<file path="src/rtl/sclGenPkg.sv">
package sclGenPkg;
  typedef enum logic [1:0] {
    ST_IDLE,
    ST_LOW,
    ST_WAIT,
    ST_HIGH
  } phaseState_t;

  // strobes from control to datapath
  typedef struct packed {
    logic clr;      // clear prescaler and phase counter
    logic cntEn;    // count phase ticks
    logic selHigh;  // use the high-phase length
  } genStrobe_t;
endpackage

</file>
<file path="src/rtl/sclGenDatapath.sv">
module sclGenDatapath
  import sclGenPkg::*;
#(
  parameter int PsW        = 3,
  parameter int LenW       = 5,
  parameter int ModeW      = 8,
  parameter int PsLsb      = 4,
  parameter int WpBit      = 3,
  parameter int SyncStages = 2,
  parameter int OvhBypass  = 4,
  parameter int OvhDiv     = 3
) (
  input  logic             clk,
  input  logic             rstN,
  input  genStrobe_t       strobe,
  input  logic             modeWrEn,
  input  logic [ModeW-1:0] modeWrData,
  input  logic [LenW-1:0]  lowLen,
  input  logic [LenW-1:0]  highLen,
  input  logic             sclIn,
  output logic             phaseDone,
  output logic             sclHigh
);
  localparam int PreW = (1 << PsW) - 1;
  localparam int CntW = LenW + 1;

  logic [PsW-1:0]  psReg;
  logic [PreW-1:0] preCnt, preMax;
  logic [CntW-1:0] phaseCnt, ovh, target;
  logic            tick;

  // prescale field, written only with the release bit set
  always_ff @(posedge clk) begin
    if (!rstN) psReg <= '0;
    else if (modeWrEn && modeWrData[WpBit]) psReg <= modeWrData[PsLsb +: PsW];
  end

  logic unusedModeBits;
  assign unusedModeBits = ^{modeWrData[ModeW-1:PsLsb+PsW], modeWrData[WpBit-1:0]};

  always_comb begin
    preMax = ~({PreW{1'b1}} << psReg);
    tick   = (preCnt >= preMax);
    ovh    = (psReg == '0) ? CntW'(OvhBypass) : CntW'(OvhDiv);
    target = (strobe.selHigh ? {1'b0, highLen} : {1'b0, lowLen}) + ovh;
    phaseDone = strobe.cntEn && tick && (phaseCnt == target - CntW'(1));
  end

  always_ff @(posedge clk) begin
    if (!rstN || strobe.clr) preCnt <= '0;
    else if (tick)           preCnt <= '0;
    else                     preCnt <= preCnt + PreW'(1);
  end

  always_ff @(posedge clk) begin
    if (!rstN || strobe.clr)       phaseCnt <= '0;
    else if (strobe.cntEn && tick) phaseCnt <= phaseCnt + CntW'(1);
  end

  // SCL input synchronizer chain, idle level high
  logic [SyncStages-1:0] syncQ;
  for (genvar i = 0; i < SyncStages; i++) begin : g_sync
    if (i == 0) begin : g_first
      always_ff @(posedge clk) begin
        if (!rstN) syncQ[0] <= 1'b1;
        else       syncQ[0] <= sclIn;
      end
    end else begin : g_next
      always_ff @(posedge clk) begin
        if (!rstN) syncQ[i] <= 1'b1;
        else       syncQ[i] <= syncQ[i-1];
      end
    end
  end

  // one-cycle noise filter: follow only when two stages agree
  always_ff @(posedge clk) begin
    if (!rstN) sclHigh <= 1'b1;
    else if (syncQ[SyncStages-1] == syncQ[SyncStages-2]) sclHigh <= syncQ[SyncStages-1];
  end

  AST_PS_PROTECT: assert property (@(posedge clk) disable iff (!rstN)
    modeWrEn && !modeWrData[WpBit] |=> psReg == $past(psReg));

  AST_DONE_SINGLE: assert property (@(posedge clk) disable iff (!rstN)
    phaseDone |=> !phaseDone);
endmodule

</file>
<file path="src/rtl/sclGenControl.sv">
module sclGenControl
  import sclGenPkg::*;
(
  input  logic       clk,
  input  logic       rstN,
  input  logic       run,
  input  logic       phaseDone,
  input  logic       sclHigh,
  output genStrobe_t strobe,
  output logic       sclDriveLow
);
  phaseState_t state, nxt;

  always_comb begin
    nxt    = state;
    strobe = '0;
    case (state)
      ST_IDLE: begin
        strobe.clr = 1'b1;
        if (run) nxt = ST_LOW;
      end
      ST_LOW: begin
        strobe.cntEn = 1'b1;
        if (phaseDone) begin
          strobe.clr = 1'b1;
          nxt = ST_WAIT;
        end
      end
      ST_WAIT: begin
        strobe.clr     = 1'b1;
        strobe.selHigh = 1'b1;
        if (sclHigh) nxt = ST_HIGH;
      end
      default: begin
        strobe.cntEn   = 1'b1;
        strobe.selHigh = 1'b1;
        if (phaseDone) begin
          strobe.clr = 1'b1;
          nxt = ST_LOW;
        end
      end
    endcase
    if (!run) begin
      nxt        = ST_IDLE;
      strobe.clr = 1'b1;
    end
  end

  always_ff @(posedge clk) begin
    if (!rstN) state <= ST_IDLE;
    else       state <= nxt;
  end

  assign sclDriveLow = (state == ST_LOW);

  AST_IDLE_ENTRY: assert property (@(posedge clk) disable iff (!rstN)
    !run |=> !sclDriveLow);

  AST_START_LOW: assert property (@(posedge clk) disable iff (!rstN)
    (state == ST_IDLE) && run |=> sclDriveLow);

  AST_STRETCH_HOLD: assert property (@(posedge clk) disable iff (!rstN)
    (state == ST_WAIT) && !sclHigh && run |=> (state == ST_WAIT) && !sclDriveLow);
endmodule

</file>
<file path="src/rtl/sclRateGen.sv">
module sclRateGen
  import sclGenPkg::*;
(
  input  logic       clk,
  input  logic       rstN,
  input  logic       run,
  input  logic       modeWrEn,
  input  logic [7:0] modeWrData,
  input  logic [4:0] lowLen,
  input  logic [4:0] highLen,
  input  logic       sclIn,
  output logic       sclDriveLow,
  output logic       phaseTick
);
  genStrobe_t strobe;
  logic       phaseDone, sclHigh;

  sclGenControl ctl_i (
    .clk         (clk),
    .rstN        (rstN),
    .run         (run),
    .phaseDone   (phaseDone),
    .sclHigh     (sclHigh),
    .strobe      (strobe),
    .sclDriveLow (sclDriveLow)
  );

  sclGenDatapath #(
    .PsW  (3),
    .LenW (5),
    .ModeW(8)
  ) dp_i (
    .clk        (clk),
    .rstN       (rstN),
    .strobe     (strobe),
    .modeWrEn   (modeWrEn),
    .modeWrData (modeWrData),
    .lowLen     (lowLen),
    .highLen    (highLen),
    .sclIn      (sclIn),
    .phaseDone  (phaseDone),
    .sclHigh    (sclHigh)
  );

  assign phaseTick = phaseDone;

  AST_MIN_LEN: assert property (@(posedge clk) disable iff (!rstN)
    run |-> (lowLen != 5'd0) && (highLen != 5'd0));

  AST_IDLE_QUIET: assert property (@(posedge clk) disable iff (!rstN)
    !run |=> !phaseTick);
endmodule

</file>
<file path="config.mk">
export PLATFORM = sky130hd
export DESIGN_NAME = sclRateGen
export DESIGN_NICKNAME = d
export VERILOG_FILES = /design/src/rtl/sclGenPkg.sv /design/src/rtl/sclGenDatapath.sv /design/src/rtl/sclGenControl.sv /design/src/rtl/sclRateGen.sv
export SDC_FILE = /design/constraint.sdc
export NUM_CORES = 1
export LEC_CHECK = 0
export BUFFER_PORTS_ARGS = -buffer_cell sky130_fd_sc_hd__buf_2
export CAP_MARGIN = 20
export CORE_MARGIN = 3
export CORE_UTILIZATION = 25
export CTS_BUF_LIST = sky130_fd_sc_hd__clkbuf_4
export DETAILED_ROUTE_END_ITERATION = 10
export MAX_ROUTING_LAYER = met4
export PLACE_DENSITY = 0.39
export SLEW_MARGIN = 25
export SYNTH_ARGS = -nofsm -noshare
export SYNTH_HDL_FRONTEND = slang
export SYNTH_SLANG_ARGS = --single-unit
export TNS_END_PERCENT = 20
</file>
<file path="constraint.sdc">
create_clock -name clk -period 3.1 [get_ports clk]
set_input_delay 0.465 -clock clk [delete_from_list [all_inputs] [get_ports clk]]
set_output_delay 0.465 -clock clk [all_outputs]
set_load 0.02 [all_outputs]
</file>
**Word-level counts from Yosys, hierarchy flattened**

Cells that the tools add are included.
Widths: inputs -> output; s select.

- $lt $le $gt $ge: 1
- Reductions and logical operators: 13
- Bitwise operators: 1
- Multiplexer cells: 10
- Add/subtract/negate cells: 4
- Eq/ne operators: 6
- Shift-type cells: 1

Operators with widths:

| operator | count |
|---|---|
| $add 7x1->7 const B | 1 |
| $ge 7x7->1 | 1 |
| $not 7->7 | 1 |
| $shl 7x3->7 const A | 1 |
| $add 6x1->6 const B | 1 |
| $add 6x6->6 | 1 |
| $eq 6x6->1 | 1 |
| $mux 2 | 3 |
| $pmux 2 s3 | 1 |
| $reduce_or 2->1 | 3 |
| $sub 6x1->6 const B | 1 |
| $mux 5 | 1 |
| $mux 1 | 4 |
| $ne 2x1->1 const B | 2 |
| $logic_and 1x1->1 | 3 |
| $logic_not 3->1 | 1 |
| $mux 3 | 1 |
| $reduce_and 3->1 | 1 |
| $reduce_bool 3->1 | 1 |
| $eq 2x1->1 const B | 1 |
| $eq 2x2->1 const B | 1 |
| $logic_not 2->1 | 1 |
| $reduce_and 2->1 | 1 |
| $eq 1x1->1 | 1 |
| 2 further kinds | 2 |

- Flip-flop bits (word level): 21
- Input bits: 23
- Output and inout bits: 2
- Word-level logic and storage cells: 43

**Logic depth before layout (Yosys ltp)**

Gate-level depths: netlist of the first run.

- Depth in word-level cells: 12
- Mapped depth: 12
- Gate-level depth less buffers: 11

**Modules after synthesis**

Synthesis of the first run repeated with hierarchy kept, for this count alone.

- Cells, all modules: 164
- Area, all modules: 1,423.9 um2

Modules (own cells, without submodules):

| module | seq. area each (um2) | instances | area each (um2) | cells an instance |
|---|---|---|---|---|
| sclGenDatapath | 380.4 | 1 | 1,242.4 | 143 |
| sclGenControl | 40.0 | 1 | 181.4 | 21 |

**Worst setup path after synthesis of the first run**

No wires, ideal clock.

- Path type: register -> output
- Start point: register ctl_i.state[1]
- End point: output phaseTick
- Path slack: -0.132 ns
- Path buffers: 1
- Arrival time: 2.767 ns
- Stages on the path, launching flop included: 11
- Cell sequence: dfxtp_1 clkbuf_8 mux2i_1 xnor2_1 ha_1 fa_1 a21o_1 a21o_2 or3_2 a21oi_1 and3_1

- Cells in the longest elaborated chain, start to end: 7
- Elaborated cells on any way between the ends: 12

Ends and longest elaborated chain:

| element | line | RTL |
|---|---|---|
| start, declared | sclGenControl.sv:12 | `phaseState_t state, nxt;` |
| start signal, assigned | sclGenControl.sv:51 | `else state <= nxt;` |
| $eq 2x1->1 / $logic_not 2->1 (equally long branches) | sclGenControl.sv:17 | `case (state)` |
| $reduce_or 2->1 (no source line) | n/a |  |
| $mux 5 | sclGenDatapath.sv:45 | `target = (strobe.selHigh ? {1'b0, highLen} : {1'b0, lowLen}) + ovh;` |
| $add 6x6->6 | sclGenDatapath.sv:45 |  |
| $sub 6x1->6 | sclGenDatapath.sv:46 | `phaseDone = strobe.cntEn && tick && (phaseCnt == target - CntW'(1));` |
| $eq 6x6->1 | sclGenDatapath.sv:46 |  |
| $logic_and 1x1->1 * | sclGenDatapath.sv:46 |  |
| end, declared | sclRateGen.sv:13 | `output logic phaseTick` |

Every way passes the cells marked *; elsewhere a longest branch is shown, timed or not.

**Worst setup path in the final report of the first run**

Ends and elaborated chain as after synthesis.

==> results.py, run 1 <==
metrics = {
    "synth": {
        "avgSynthCellArea_um2": 8.90,
        "synth_top_area_frac": 0.290,
        "syn_nets": 204,
        "synthAdderAreaFrac": 0.160,
        "synth_xor_area_frac": 0.118,
        "synth_seq_cells": 21,
        "synth_cell_type_count": 38,
        "yosysSeqAreaShare": 0.290,
        "synth_top_family_by_area": "simple AND/OR/NAND/NOR gates",
        "syn_area_mm2": 0.00145,
        "yosys.area_share.simple": 0.224,
        "synth_area_leaders": "dfxtp_1 (29%), ha_1 (15%), xnor2_1 (6.0%)",
        "muxShareOfSynthArea": 0.0276,
        "synth_compound_area_frac": 0.140,
        "ys_warn_count": 0,
        "post-synth-top-area-cell": "dfxtp_1",
        "synthCells": 163,
    },
    "timing": {
        "fin_ws_ps": -240,
        "min_period_ps": 3340,
        "hold_viol_final": 0,
        "rsz0062_at_grt": "yes",
        "setup_tns_ps": -240,
        "worstMarginPinSlew_ps": 427,
        "final_max_slew_viol_count": 0,
        "setup_viol": 1,
        "slew_headroom": 0.713,
        "fin_crit_sh": 1.08,
        "finalClockSkew_ps": 2.73,
        "fmax_mhz": 299,
    },
    "clock_network": {
        "cts_tree": "done",
        "cts_made_buffers": 3,
        "clk_pin_slew_ps": 120,
        "cts_num_sinks": 21,
        "cts_root_buffer": "clkbuf_4",
        "cts.path.max_buffers": 2,
        "htreeDepth": 1,
        "holdBufCountCts": 0,
        "insertion_delay_ps": 300,
    },
    "final_layout": {
        "syn2layout_area_growth_pct": 31.1,
        "antenna_cells": 0,
        "design_area_mm2": 0.00190,
        "drive_gt1_frac": 0.338,
        "fin_util": 0.341,
        "nNetsFinal": 249,
        "fillCellCount": 593,
    },
    "drt": {
        "wl_per_cell_um": 11.6,
        "drtPass1Iterations": 4,
        "final_antenna_net_count": 0,
        "drc_errors": 0,
        "via_per_inst": 4.50,
        "wl_mm": 3.24,
        "drt_iter0_drc": 26,
        "vias": 1255,
    },
    "setup_path": {
        "required_ps": 2630,
        "start_kind": "flip-flop",
        "path_class": "reg2out",
        "reg2reg_setup_slack_ps": 110,
        "critPathCaptureType": "output port",
        "cp_max_fo": 6,
        "rr_startpoint": "ctl_i.state[1]",
        "crit_arrival_ps": 2870,
        "r2r.worst_path.cells": 11,
        "r2r-end": "ctl_i.state[0]",
    },
    "power": {
        "leakagePower_uw": 0.000795,
        "finalPower_uw": 672,
        "ir_drop_uv": 151,
        "powerDensity_mw_per_mm2": 353,
    },
    "grt": {
        "grt_max_degree": 12,
        "grt_pass1_wl_mm": 5.58,
        "grt_overflow_total": 0,
        "grt_use_total": 0.110,
        "grt_antenna_before_repair": 0,
        "grt_pass1_vias": 1318,
    },
    "floorplan": {
        "start_util": 0.260,
        "die_w_um": 82.2,
        "pin_count": 25,
        "coreArea_mm2": 0.00557,
        "die-area_mm2": 0.00676,
        "dieHeight_um": 82.2,
        "rows": 27,
    },
    "run": {
        "maxCapViolations": 0,
    },
    "place": {
        "io_buffers": 20,
        "dpl.hpwl_mm": 2.68,
        "place_area_mm2": 0.00177,
        "dp_slack_ps": -276,
        "gp_congestion": 0.780,
    },
    "worst_hold_path": {
        "hold_class": "in2reg",
        "hp-start": "sclIn",
        "whs_endpoint": "dp_i.syncQ[0]",
        "min_path_cells": 2,
    },
    "run_status": {
        "status": "finished, violations left",
        "violations": "setup timing",
    },
}
==> timing repair <==
action                     CTS  global route
resized for setup           14             5
pin swaps                    9             9
setup buffers                4             0
setup endpoints to repair    7             3
==> through the flow <==
step	cells	hold WS [ps]
after floorplan	163	430
after global placement	271	445
after detailed placement	271	457
after CTS	279	322
after global routing	279	318
final	279	336
==> cell type report <==
class | instances | area, µm² | area share
Sequential cell | 21 | 427 | 0.224
Inverter | 9 | 33.8 | 0.0178
Timing Repair Buffer | 42 | 275 | 0.145
Clock buffer | 4 | 30.0 | 0.0158
Tap cell | 72 | 90.1 | 0.0473
Multi-Input combinational cell | 131 | 1050 | 0.550
==> Yosys cell counts <==
master and count:
buf_6 1, and2b_1 1, and3_1 4, a211o_1 1, dfxtp_1 21, nor2_2 1, inv_1 9, a21oi_1 6
a2111oi_4 1, nand3_1 12, a31oi_1 1, or3_2 1, or3_1 1, nor3b_1 1, a21o_1 2, clkbuf_8 1
o211ai_1 1, mux2i_1 4, o21ai_1 1, xor2_1 7, a2111o_1 1, o21ai_0 4, o21a_1 3, fa_1 1
nand2b_1 3, and3_2 1, o41ai_1 1, a21boi_0 3, nor3_4 1, nand4_1 5, xnor3_1 1, ha_1 17
nor3_1 2, nor2_1 16, nand2_1 13, xnor2_1 10, and2_1 2, a21o_2 2
==> critical path: stages, from the launching register on <==
cell and delay, ps:
dfxtp_4 430, mux2i_2 260, xnor2_1 100, ha_2 210, fa_2 350, buf_6 130, xnor2_2 130, xnor2_1 130
a2111o_1 380, a21oi_2 130, and3_4 210, buf_6 120
==> report_power, final <==
group | internal, µW | leakage [µW] | switching, µW | total (µW)
sequential | 275 | 0.000172 | 6.17 | 281
combinational | 133 | 0.000604 | 115 | 249
clock | 58.8 | 0.0000184 | 83.0 | 142
==> worst max-delay path by stage <==
stage	slack, ps	cells after the start	startpoint	end
floorplan	30	11	ctl_i.state[1]	phaseTick
global placement	-230	10	ctl_i.state[1]	phaseTick
detailed placement	-280	10	ctl_i.state[1]	phaseTick
CTS	-270	10	ctl_i.state[1]	phaseTick
global route	-400	11	dp_i.psReg[0]	phaseTick
finish	-240	11	ctl_i.state[1]	phaseTick
==> flip-flops by register name (all words and copies together) (netlist names) <==
| signal | flops |
|---|---|
| dp_i.preCnt | 7 |
| dp_i.phaseCnt | 6 |
| dp_i.psReg | 3 |
| ctl_i.state | 2 |
| dp_i.syncQ | 2 |
| dp_i.sclHigh | 1 |
==> layout by cell type (no fill, tap or decap), types with 4 or more instances in the layout <==
cell and instances:
buf_4 21, buf_2 19, dfxtp_1 18, inv_1 8, nand3_1 12, clkbuf_4 4, ha_1 15, nand2_1 13
xnor2_2 4, nand4_1 5, nor2_1 15, a21oi_1 5, xor2_1 7, xnor2_1 6
==> cells by family (layout without fill, tap and decap cells) <==
logic type | Yosys count | count (layout)
mux | 4 | 4
compound gates | 27 | 27
buf+inv | 11 | 55
fa+ha+maj | 18 | 18
xor+xnor | 18 | 18
flops | 21 | 21
simple gates | 64 | 64
==> metal layers <==
layer / track usage / share of wire
met3: 0.0130 / 0.036
met4: 0.0565 / 0.033
met2: 0.184 / 0.48
met5: - / 0
met1: 0.129 / 0.45
No activity file was read; power rests on OpenSTA's default activity.
==> run 2, diff against run 1 <==
--- a/config.mk
+++ b/config.mk
@@ -5,9 +5,10 @@
 export SDC_FILE = /design/constraint.sdc
 export NUM_CORES = 1
 export LEC_CHECK = 0
+export ABC_AREA = 1
 export BUFFER_PORTS_ARGS = -buffer_cell sky130_fd_sc_hd__buf_2
 export CAP_MARGIN = 20
-export CORE_MARGIN = 3
+export CORE_MARGIN = 4
 export CORE_UTILIZATION = 25
 export CTS_BUF_LIST = sky130_fd_sc_hd__clkbuf_4
 export DETAILED_ROUTE_END_ITERATION = 10
==> results.py, run 2 <==
metrics = {
    "final_layout": {
        "layout_commonest_cell": "nand2_1",
        "final_cell_mix": "nand2_1 (49), inv_1 (24), nand3_1 (20), buf_2 (19), dfxtp_1 (16)",
        "top_register": "dp_i.preCnt",
        "syn2layout_area_growth_pct": 25.4,
        "antenna_cells": 0,
        "reg.largest.list": "dp_i.preCnt x7, dp_i.phaseCnt x6, dp_i.psReg x3",
        "final_cells": 337,
        "largest_reg_flops": 7,
        "nNetsFinal": 302,
        "drive_gt1_frac": 0.365,
        "fin_util": 0.325,
    },
    "floorplan": {
        "die-area_mm2": 0.00798,
        "start_util": 0.259,
        "rows": 29,
        "pin_count": 25,
        "dieHeight_um": 89.3,
        "coreArea_mm2": 0.00639,
        "die_w_um": 89.3,
    },
    "synth": {
        "syn_nets": 265,
        "synth_area_leaders": "dfxtp_1 (25%), ha_1 (13%), nand2_1 (12%)",
        "syn_area_mm2": 0.00165,
        "ys_warn_count": 0,
        "post-synth-top-area-cell": "dfxtp_1",
        "synth_cell_type_count": 26,
        "avgSynthCellArea_um2": 7.38,
        "async_flop_share": 0,
        "synth.most_common_cell": "nand2_1",
        "synth_ff_type": "dfxtp_1",
        "synth_top_area_frac": 0.254,
        "synth_edf_count": 0,
        "synth_seq_cells": 21,
        "synth_common_cells": "nand2_1 (54), inv_1 (25), dfxtp_1 (21), nand3_1 (21), ha_1 (17)",
        "yosysSeqAreaShare": 0.254,
        "synthCells": 224,
    },
    "grt": {
        "grt_max_degree": 12,
        "grt_overflow_total": 0,
        "grt_antenna_before_repair": 0,
        "grt_pass1_vias": 1429,
        "grt_pass1_wl_mm": 6.45,
        "grt_use_total": 0.106,
    },
    "worst_hold_path": {
        "min_path_cells": 2,
        "whs_endpoint": "dp_i.syncQ[0]",
        "hold_class": "in2reg",
        "hp-start": "sclIn",
    },
    "setup_path": {
        "path_cells": "nor2_4 > nand2_2 > nand2_1 > nand2_2 > ha_4 > fa_2 > xnor2_2 > nand2_1 > nor2_1 > nand3_1 > nor2_4 > nand2_4 > inv_2 > buf_6",
        "crit_arrival_ps": 2480,
        "critPathTopFamily": "simple AND/OR/NAND/NOR gates",
        "critPathCaptureType": "output port",
        "slowest_stage": "fa_2",
        "r2r-end": "ctl_i.state[1]",
        "cp_max_fo": 5,
        "reg2reg_setup_slack_ps": 600,
        "slowest_delay_ps": 550,
        "required_ps": 2630,
        "start_kind": "flip-flop",
        "critPathBufInv": 2,
        "r2r.worst_path.cells": 17,
        "path_class": "reg2out",
        "rr_startpoint": "dp_i.psReg[2]",
    },
    "clock_network": {
        "clk_pin_slew_ps": 130,
        "cts.path.max_buffers": 2,
        "cts_tree": "done",
        "cts_root_buffer": "clkbuf_4",
        "insertion_delay_ps": 310,
        "htreeDepth": 1,
        "cts_num_sinks": 21,
        "holdBufCountCts": 0,
        "cts_made_buffers": 3,
    },
    "place": {
        "dp_slack_ps": 207,
        "gp_congestion": 0.761,
        "dp.cells": 323,
        "io_buffers": 20,
        "dpl.hpwl_mm": 2.84,
    },
    "drt": {
        "drt_iter0_drc": 45,
        "vias": 1438,
        "final_antenna_net_count": 0,
        "via_per_inst": 4.27,
        "drc_errors": 0,
        "wl_mm": 3.48,
        "wl_per_cell_um": 10.3,
        "drtPass1Iterations": 4,
    },
    "power": {
        "ir_drop_uv": 156,
        "powerDensity_mw_per_mm2": 401,
        "leakagePower_uw": 0.000915,
        "finalPower_uw": 832,
    },
    "timing": {
        "slew_headroom": 0.825,
        "final_max_slew_viol_count": 0,
        "fin_crit_sh": 0.950,
        "fin_ws_ps": 156,
        "finalClockSkew_ps": 18.0,
        "setup_viol": 0,
        "rsz0062_at_grt": "yes",
        "min_period_ps": 2940,
        "hold_viol_final": 0,
        "worstMarginPinSlew_ps": 263,
        "fmax_mhz": 340,
    },
    "run": {
        "maxCapViolations": 0,
    },
    "run_status": {
        "status": "finished, final reports clean",
    },
}
==> run 2: changes by cell type in the layout (fill, tap and decap cells not counted), sizes merged, moves of 6 or more <==
cell   previous run  this run
buf              42        32
inv               9        28
a21oi             6        15
nand2            13        66
nor2             17        23
nand3            12        23
==> run 2: metal layers <==
layer | vias up | wire [µm] | GRT usage
li1 | 792 | - | -
met1 | 620 | 1800 | 0.147
met2 | 24 | 1450 | 0.157
met3 | 2 | 195 | 0.0157
met4 | 0 | 31 | 0.0365
met5 | - | 0 | -
==> run 2: final cells by class <==
type	instances	area [µm²]
timing repair buffer	32	200
tap	77	96.3
fill	728	4310
multi-input combinational	175	1210
sequential	21	432
inverter	28	110
clock buffer	4	30.0
==> run 2: through the flow <==
stage	setup TNS [ps]	hold WS (ps)	instance area [µm²]
6_report	0	349	2070
3_5_place_dp	0	443	1870
2_1_floorplan	0	427	1650
4_1_cts	0	330	1990
5_1_grt	-30.5	327	2070
3_3_place_gp	0	440	1870
==> run 2: how the worst max path moves through the flow <==
stage / startpoint / end / cells after the start / slack, ps
floorplan: ctl_i.state[1] / phaseTick / 13 / 370
global placement: dp_i.psReg[2] / phaseTick / 15 / 210
detailed placement: dp_i.psReg[2] / phaseTick / 15 / 210
CTS: dp_i.psReg[2] / phaseTick / 15 / 10
global route: dp_i.psReg[2] / phaseTick / 14 / -30
finish: dp_i.psReg[2] / phaseTick / 14 / 160
==> run 2: cell families after synthesis <==
group,synth area share
adders and majority gates,0.141
DFF,0.254
xor gates and xnor gates,0.0582
and+or+nand+nor,0.396
AOI/OAI and AO/OA,0.0870
buffers and inverters,0.0635
==> run 2: report_power, final <==
part,switching (µW),internal [µW],total [µW]
clock,83.3,58.8,142
sequential,9.80,279,289
combinational,224,177,401
==> run 2: what timing repair did <==
| item | in CTS | in global routing |
|---|---|---|
| cloned | 0 | 0 |
| setup buffers | 7 | 3 |
| setup endpoints to repair | 1 | 1 |
| gates resized for setup | 14 | 15 |
| pin swaps | 9 | 5 |
